[config.mk]
export PLATFORM = sky130hd
export DESIGN_NAME = dep_check
export DESIGN_NICKNAME = d
export VERILOG_FILES = /design/src/rtl/dep_pkg.sv /design/src/rtl/dep_ctrl.sv /design/src/rtl/dep_dpath.sv /design/src/rtl/dep_check.sv
export SDC_FILE = /design/constraint.sdc
export NUM_CORES = 1
export LEC_CHECK = 0
export BUFFER_PORTS_ARGS = -buffer_cell sky130_fd_sc_hd__buf_2
export CAP_MARGIN = 20
export CORE_AREA = 2 2 39 41
export DETAILED_ROUTE_END_ITERATION = 10
export DIE_AREA = 0 0 41 43
export PLACE_DENSITY_LB_ADDON = 0.08
export SETUP_SLACK_MARGIN = 0.1
export SLEW_MARGIN = 20
export SYNTH_ARGS = -nofsm -noshare
export SYNTH_HDL_FRONTEND = slang
export SYNTH_HIERARCHICAL = 1
export SYNTH_SLANG_ARGS = --single-unit
[constraint.sdc]
create_clock -name clk -period 1.8 [get_ports clk]
set_input_delay 0.18 -clock clk [delete_from_list [all_inputs] [get_ports clk]]
set_output_delay 0.18 -clock clk [all_outputs]
set_load 0.02 [all_outputs]
[src/rtl/dep_pkg.sv]
package dep_pkg;
  localparam logic [1:0] DST_NONE = 2'd0;
  localparam logic [1:0] DST_REG  = 2'd1;
  localparam logic [1:0] DST_MEM  = 2'd2;
  localparam logic [1:0] DST_FLAG = 2'd3;

  localparam logic [1:0] SRC_IMM  = 2'd0;
  localparam logic [1:0] SRC_REG  = 2'd1;
  localparam logic [1:0] SRC_MEM  = 2'd2;

  localparam int KIND_W = 2;

  typedef struct packed {
    logic flagHazard;   // flag written then read
    logic regCmpEn;     // older instruction has a register-numbered destination
    logic prevIsMem;    // older destination is memory addressed
    logic nextDstBase;  // younger destination base register acts as a source
  } depStrobe_t;
endpackage

[src/rtl/dep_ctrl.sv]
module dep_ctrl
  import dep_pkg::*;
(
  input  logic [1:0] prevDstKind,
  input  logic       prevFlagWr,
  input  logic [1:0] nextDstKind,
  input  logic       nextFlagRd,
  output depStrobe_t strobes
);
  always_comb begin
    strobes.flagHazard  = prevFlagWr && nextFlagRd;
    strobes.regCmpEn    = (prevDstKind == DST_REG) || (prevDstKind == DST_MEM);
    strobes.prevIsMem   = (prevDstKind == DST_MEM);
    strobes.nextDstBase = (nextDstKind == DST_MEM);
  end
endmodule

[src/rtl/dep_dpath.sv]
module dep_dpath
  import dep_pkg::*;
#(
  parameter int NSRC = 3,
  parameter int REGW = 5,
  parameter bit PIPE = 1'b1
) (
  input  logic                   clk,
  input  logic                   rstN,
  input  depStrobe_t             strobes,
  input  logic [REGW-1:0]        prevDstReg,
  input  logic [REGW-1:0]        nextDstReg,
  input  logic [NSRC*KIND_W-1:0] nextSrcKind,
  input  logic [NSRC*REGW-1:0]   nextSrcReg,
  output logic                   depNow,
  output logic                   depHit
);
  logic [NSRC-1:0] srcHit;
  logic [NSRC-1:0] srcIsMem;
  logic [NSRC-1:0] srcIsImm;
  logic            baseHit;
  logic            regHit;
  logic            orderHit;

  for (genvar i = 0; i < NSRC; i++) begin : g_src
    logic [KIND_W-1:0] kindI;
    logic [REGW-1:0]   regI;
    logic              readsReg;
    assign kindI       = nextSrcKind[i*KIND_W +: KIND_W];
    assign regI        = nextSrcReg[i*REGW +: REGW];
    assign readsReg    = (kindI == SRC_REG) || (kindI == SRC_MEM);
    assign srcHit[i]   = readsReg && (regI == prevDstReg);
    assign srcIsMem[i] = (kindI == SRC_MEM);
    assign srcIsImm[i] = !readsReg;
  end

  assign baseHit  = strobes.nextDstBase && (nextDstReg == prevDstReg);
  assign regHit   = strobes.regCmpEn && ((|srcHit) || baseHit);
  assign orderHit = strobes.prevIsMem && (|srcIsMem);
  assign depNow   = strobes.flagHazard || regHit || orderHit;

  if (PIPE) begin : g_pipe
    logic depQ;
    always_ff @(posedge clk) begin
      if (!rstN) depQ <= 1'b0;
      else       depQ <= depNow;
    end
    assign depHit = depQ;
  end else begin : g_comb
    assign depHit = depNow;
  end

  AST_IMM_QUIET: assert property (@(posedge clk) disable iff (!rstN)
    ((&srcIsImm) && !strobes.nextDstBase && !strobes.flagHazard) |-> !depNow);
endmodule

[src/rtl/dep_check.sv]
module dep_check
  import dep_pkg::*;
#(
  parameter int NSRC = 3,
  parameter int REGW = 5,
  parameter bit PIPE = 1'b1
) (
  input  logic                   clk,
  input  logic                   rstN,
  input  logic [1:0]             prevDstKind,
  input  logic [REGW-1:0]        prevDstReg,
  input  logic                   prevFlagWr,
  input  logic [1:0]             nextDstKind,
  input  logic [REGW-1:0]        nextDstReg,
  input  logic [NSRC*2-1:0]      nextSrcKind,
  input  logic [NSRC*REGW-1:0]   nextSrcReg,
  input  logic                   nextFlagRd,
  output logic                   depHit
);
  depStrobe_t strobes;
  logic       depNow;

  dep_ctrl u_ctrl (
    .prevDstKind(prevDstKind),
    .prevFlagWr (prevFlagWr),
    .nextDstKind(nextDstKind),
    .nextFlagRd (nextFlagRd),
    .strobes    (strobes)
  );

  dep_dpath #(.NSRC(NSRC), .REGW(REGW), .PIPE(PIPE)) u_dpath (
    .clk        (clk),
    .rstN       (rstN),
    .strobes    (strobes),
    .prevDstReg (prevDstReg),
    .nextDstReg (nextDstReg),
    .nextSrcKind(nextSrcKind),
    .nextSrcReg (nextSrcReg),
    .depNow     (depNow),
    .depHit     (depHit)
  );

  logic anyMemSrc;
  always_comb begin
    anyMemSrc = 1'b0;
    for (int i = 0; i < NSRC; i++)
      if (nextSrcKind[i*2 +: 2] == SRC_MEM) anyMemSrc = 1'b1;
  end

  AST_FLAG_PAIR: assert property (@(posedge clk) disable iff (!rstN)
    (prevFlagWr && nextFlagRd) |-> depNow);
  AST_NO_DEST: assert property (@(posedge clk) disable iff (!rstN)
    ((prevDstKind == DST_NONE) && !(prevFlagWr && nextFlagRd)) |-> !depNow);
  AST_BASE_DEST: assert property (@(posedge clk) disable iff (!rstN)
    ((nextDstKind == DST_MEM) && (nextDstReg == prevDstReg) &&
     ((prevDstKind == DST_REG) || (prevDstKind == DST_MEM))) |-> depNow);
  AST_MEM_ORDER: assert property (@(posedge clk) disable iff (!rstN)
    ((prevDstKind == DST_MEM) && anyMemSrc) |-> depNow);
  AST_FLAG_DEST: assert property (@(posedge clk) disable iff (!rstN)
    ((prevDstKind == DST_FLAG) && !(prevFlagWr && nextFlagRd)) |-> !depNow);
endmodule

# Word level (Yosys, flattened, before mapping)
# Index checks and enable logic that the tools add are counted.
# word_totals
register_bits	1
latchBits	0
ramBits	0
rom_bits	0
input_bits	39
word_cells	30
mem_count	0
# classes
add_sub_neg	0
mul	0
n_div	0
order_cmp	0
n_eq_ne	13
n_shift	0
muxes	0
bitwise	0
reduce_logical	16
# op_table
cell	count
$eq A5 B5 Y1	4
$eq A2 B2 Y1 const B	5
$eq A2 B1 Y1 const B	4
$logic_and A1 B1 Y1	7
$logic_or A1 B1 Y1	7
$reduce_or A3 Y1	2

# Longest topological paths before layout
# Gate-level depths: netlist (run 1).
# logic_depth
depth_word	8
ltp_mapped	5
mapped_depth_nobuf	5

# Cells and area by module
# Netlist (run 1), hierarchy kept.
# modules_own_cells
mod	n_inst	cells_each	area_each_um2
dep_dpath	1	43	336.6
dep_ctrl	1	5	40.0

# Least setup slack after synthesis (run 1)
# No wires, ideal clock.
# synth_timing
kind	input -> register
startpoint	in nextSrcKind[4]
endpoint	reg u_dpath.g_pipe.depQ (netlist: u_dpath/depHit)
setup_time_ns	0.131
arrival_ns	0.964
t_required_ns	1.669
slack_ns	0.705
cell_stages	5
path_cell_list	inv_1 > ha_1 > or3_1 > a21oi_1 > o22ai_1
# synth_between
elab_chain_cells	8
elab_cells_between_ends	11
# synth_rtl
item	line_no	text
start: declaration	dep_check.sv:15	input logic [NSRC*2-1:0] nextSrcKind,
$eq A2 B1 Y1 / $eq A2 B2 Y1 (equally long branches)	dep_dpath.sv:31, dep_dpath.sv:33	
$logic_or A1 B1 Y1	dep_dpath.sv:31	assign readsReg = (kindI == SRC_REG) || (kindI == SRC_MEM);
$logic_and A1 B1 Y1	dep_dpath.sv:32	assign srcHit[i] = readsReg && (regI == prevDstReg);
$reduce_or A3 Y1	dep_dpath.sv:38	assign regHit = strobes.regCmpEn && ((|srcHit) || baseHit);
$logic_or A1 B1 Y1	dep_dpath.sv:38	
$logic_and A1 B1 Y1	dep_dpath.sv:38	
$logic_or A1 B1 Y1	dep_dpath.sv:40	assign depNow = strobes.flagHazard || regHit || orderHit;
$logic_or A1 B1 Y1 *	dep_dpath.sv:40	
end signal: assignment	dep_dpath.sv:46	else depQ <= depNow;
end: declaration	dep_dpath.sv:43	logic depQ;
# Mark *: on every way between the ends. The rest lies on a longest branch, timed or not.
# A chain may end at the register's enable or synchronous reset.

# Worst setup path in the final report (run 1)
# layout_timing
startpoint	in prevDstReg[2]
endpoint	reg u_dpath.g_pipe.depQ (netlist: u_dpath/depHit)
# layout_between
elab_chain_cells	7
elab_cells_between_ends	13
# layout_rtl
item	line_no	text
start: declaration	dep_check.sv:11	input logic [REGW-1:0] prevDstReg,
$eq A5 B5 Y1	dep_dpath.sv:32	
$logic_and A1 B1 Y1	dep_dpath.sv:32	
$reduce_or A3 Y1	dep_dpath.sv:38	
$logic_or A1 B1 Y1 *	dep_dpath.sv:38	
$logic_and A1 B1 Y1 *	dep_dpath.sv:38	
$logic_or A1 B1 Y1 * (2 in a row)	dep_dpath.sv:40	
# Marks and branches as above.

==> out/qor.txt, run 1 <==
Status: complete, no violations
Synth warn: 6
DR iter-0 viols: 0
Pwr/cell area: 246.3 nW/um^2
Core Region: 1384 sq um
Height of the die: 43 microns
CTS clock-pin slew for the worst setup and hold paths: 0 ps
CP max FO: 4
Leak: 0.0003128 uW
Final Hold Vio Count: 0
Final setup viols: 0
Worst slew margin: 0.8542
Post-CTS Resized: 0
Antenna violations before repair: 0
Layout cells sized above 1: 0.4824
Layout Nets: 130
Largest net degree at the start of global routing: 5
Total GRT Usage: 0.1120
WP data required: 1670 ps
Hold WS: 473.1 ps
Syn Area/Cell: 7.997 sq um
Starting Density: 0.2658
Pwr Total: 143.6 uW
First-pass iteration count of the detailed router: 1
Tcrit/Tclk final: 0.6818
Post-CTS Setup Inserts: 0
Drt drc: 0
Gp weighted congestion: 0.6575
IO Count: 40
P&R area growth vs syn: 58.50%
Crit start category: input port
Total Die Area: 1763 sq um
Placed inst area: 583.1 sq um
Leading cell type in the layout, fill and taps excluded: buf_2
Gate Count Post-Synth: 46
Crit. End Element: flip-flop
PortBufs: 39
Most frequent cells in the layout: buf_2, xnor2_1, xor2_1, inv_1, ha_1
ANT cells: 0
Maximum vdd drop: 0.00009854 V
Via count: 435
Peak Freq: 0.8149 GHz
Net count after synthesis: 89
FP Rows: 14
DR vias/cell: 4.307
Worst Hold Class: input port to flip-flop
Post-route design area: 583.1 sq um
Final slew viol count: 0
Grt total ovfl: 0
Setup TNS Final: 0 ps
Hold buffer count at CTS: 0
Die W: 41 microns
Maxcap violations: 0
WP data arrival: 1090 ps
WS Path Type: input port to flip-flop
Clock period minus worst slack: 1227 ps
ANT nets after route: 0
Detail Placement HPWL: 921.7 microns
Max FFs per register: 1
Worst Tran Pin Value: 217.0 ps
DRT Wirelength: 950 microns
Vias in the first global route: 375
Post-synthesis cell area: 367.9 sq um
RSZ-0062 raised after global routing: false
Mean routed wirelength per cell: 9.406 microns
Global-route wire length before repair: 1.449 mm
-- path summary, 6_finish.rpt --
kind	start	endpoint	slack (ps)	depth (start not counted)
worst max-delay path	prevDstReg[2]	u_dpath/depHit	570	6
worst min-delay path	rstN	u_dpath/depHit	470	3
-- power breakdown --
part           switching, uW  leakage, uW  internal, uW
logic                   50.4     0.000305          68.3
registers              0.443   0.00000828          24.4
clock network              0            0             0
-- routing by layer --
metal	share of wire	routed length, microns	global-route usage	vias to the layer above
li1	-	-	-	233
met1	0.38	364	0.1333	178
met2	0.50	479	0.2125	24
met3	0.11	107	0.01047	0
met4	0	0	0	0
met5	0	0	0	-
-- cell type report --
| class | instances | area (sq um) |
|---|---|---|
| sequential | 1 | 20.02 |
| multi-input combinational | 39 | 325.3 |
| tap | 16 | 20.02 |
| inverter | 6 | 22.52 |
| timing repair buffer | 39 | 195.2 |
| fill | 150 | 800.8 |
-- stage by stage --
stage | utilization | instances | setup slack (ps)
floorplan | - | 46 | 739.5
global placement | 0.4213 | 101 | 552.3
detailed placement | 0.4213 | 101 | 552.0
CTS | 0.4213 | 101 | 544.0
global route | 0.4213 | 101 | 509.9
finish | 0.4213 | 101 | 572.8
-- critical path, cell delays in order --
cell and delay, ps:
buf_2 140, xor2_1 160, nor4_1 70, and3_1 170
nor4_2 250, o22ai_1 110
Note: power is estimated with default switching activity, not from simulation.
==> inputs of run 2 (changes only) <==
--- a/config.mk
+++ b/config.mk
@@ -5,11 +5,12 @@
 export SDC_FILE = /design/constraint.sdc
 export NUM_CORES = 1
 export LEC_CHECK = 0
+export ABC_AREA = 1
 export BUFFER_PORTS_ARGS = -buffer_cell sky130_fd_sc_hd__buf_2
 export CAP_MARGIN = 20
-export CORE_AREA = 2 2 39 41
+export CORE_MARGIN = 2
+export CORE_UTILIZATION = 35
 export DETAILED_ROUTE_END_ITERATION = 10
-export DIE_AREA = 0 0 41 43
 export PLACE_DENSITY_LB_ADDON = 0.08
 export SETUP_SLACK_MARGIN = 0.1
 export SLEW_MARGIN = 20
==> constraint.sdc (replaced) <==
create_clock -name clk -period 1.1 [get_ports clk]
set_input_delay 0.11 -clock clk [delete_from_list [all_inputs] [get_ports clk]]
set_output_delay 0.11 -clock clk [all_outputs]
set_load 0.02 [all_outputs]
==> run 2 against run 1 <==
Compared with the run above: die area rose by 0.96%; cell count rose by 64%; synthesized cell count rose by 140%; critical endpoint unchanged.
==> out/qor.txt, run 2 <==
Worst Hold Class: input port to flip-flop
Global-route wire length before repair: 2.394 mm (+65%)
DRT Wirelength: 1.414 mm (+49%)
Net count after synthesis: 155 (+74%)
Leak: 0.0005434 uW (+74%)
Hold WS: 342.1 ps (-131.0 ps)
Synth warn: 6 (unchanged)
Gate Count Post-Synth: 112 (+140%)
Tcrit/Tclk final: 0.9629
IO Count: 40 (unchanged)
ANT nets after route: 0 (unchanged)
Final setup viols: 0 (unchanged)
Clock share of power: 0 (unchanged)
Dpl cells: 166 (+64%)
Starting Density: 0.3827 (+0.1169)
Internal: 161.7 uW (+74%)
Crit start category: input port
Final Hold Vio Count: 0 (unchanged)
DR vias/cell: 4.295 (-0.27%)
Layout Nets: 196 (+51%)
Height of the die: 42.19 microns (-1.9%)
Placement Setup Slack: -39.01 ps (-591.0 ps)
Leading cell type in the layout, fill and taps excluded: nand2_1
Most frequent cells in the layout: nand2_1, buf_2, inv_1, nor2_1, inv_2
Final slew viol count: 0 (unchanged)
Maximum vdd drop: 0.0002108 V (+110%)
Worst Tran Pin Value: 148.8 ps (-68.21 ps)
Layout cells sized above 1: 0.3775 (-0.1049)
Layout filler cell count: 139 (-7.3%)
Vias in the first global route: 658 (+75%)
Total GRT Usage: 0.1621 (+0.05014)
Total Die Area: 1780 sq um (+0.96%)
Clock period minus worst slack: 1059 ps
PortBufs: 39 (unchanged)
CP max FO: 1 (-3)
Largest net degree at the start of global routing: 8 (+3)
Post-synthesis cell area: 510.5 sq um (+39%)
Grt total ovfl: 0 (unchanged)
Via count: 713 (+64%)
WP data arrival: 940 ps (-150 ps)
Multi-input gate area: 422.9 sq um (+30%)
FP Rows: 13 (-1)
Layout Utilization: 0.5901 (+0.1687)
P&R area growth vs syn: 54.17%
RSZ-0062 raised after global routing: true
ANT cells: 0 (unchanged)
WS Path Type: input port to flip-flop
Antenna violations before repair: 0 (unchanged)
Max FFs per register: 1 (unchanged)
Sw frac: 0.4493 (+0.09511)
Pwr/cell area: 373.2 nW/um^2 (+52%)
Die W: 42.19 microns (+2.9%)
Hold buffer count at CTS: 0 (unchanged)
First-pass iteration count of the detailed router: 4 (+3)
Worst slew margin: 0.9008 (+0.04659)
Peak Freq: 0.9441 GHz
Detail Placement HPWL: 1.164 mm (+26%)
Syn Area/Cell: 4.558 sq um (-43%)
Mean routed wirelength per cell: 8.518 microns (-9.4%)
Gp weighted congestion: 0.7630 (+16%)
Crit. End Element: flip-flop
Finished Layout Cells: 166 (+64%)
Drt drc: 0 (unchanged)
Register area: 20.02 sq um (unchanged)
Final Worst Setup Slack: 40.82 ps (-532.0 ps)
Maxcap violations: 0 (unchanged)
Sequential power share: 0.138 (-0.035)
Net switching power: 132.0 uW (+160%)
Core Region: 1334 sq um (-3.6%)
DR iter-0 viols: 6 (+6)
WP data required: 980 ps (-690 ps)
Status: complete, no violations
Logic gate share of total power: 0.862 (+0.035)
CTS clock-pin slew for the worst setup and hold paths: 0 ps (unchanged)
run 2: worst max-delay path: stages:
cell and delay, ps:
buf_6 70, inv_4 30, ha_4 130, or3_1 380
a21oi_2 150, a21oi_2 70
run 2: through the flow:
stage / cell area, sq um / setup TNS (ps) / total power (uW)
2_1_floorplan: 510.5 / 0 / 166.2
3_3_place_gp: 724.4 / -19.10 / 266.3
5_1_grt: 787.0 / -27.20 / 334.8
6_report: 787.0 / 0 / 293.7
4_1_cts: 774.5 / 0 / 289.7
3_5_place_dp: 724.4 / -39.01 / 271.2
run 2: what timing repair did:
item | 4_1_cts | 5_1_grt
gates resized for setup | 8 | 3
pin swaps | 13 | 9
buffers inserted | 0 | 0
endpoints found under the setup margin | 1 | 1
cloned | 0 | 0
run 2: metal layers:
metal / vias to the layer above / GRT usage / wire length [microns]
met1: 279 / 0.1904 / 615
met3: 2 / 0.004310 / 102
met2: 29 / 0.3262 / 680
met5: - / 0 / 0
li1: 403 / - / -
met4: 0 / 0.01875 / 16
run 2: final timing paths:
kind,slack [ps],depth (start not counted),from,end
setup / recovery,40,6,nextSrcKind[4],u_dpath/depHit
hold / removal,340,3,rstN,u_dpath/depHit
run 2: power by group through the flow:
stage,Sequential (uW),Clock (uW),Combinational (uW)
3_5_place_dp,40.6,0,231
3_3_place_gp,40.3,0,226
4_1_cts,40.6,0,249
2_1_floorplan,44.2,0,122
6_report,40.5,0,253
5_1_grt,40.6,0,294
run 2: cell type report:
cell class	count	share of cell area
Multi-Input combinational cell	82	0.5374
Timing Repair Buffer	39	0.2719
Inverter	29	0.1415
Sequential cell	1	0.02544
Tap cell	15	0.02385
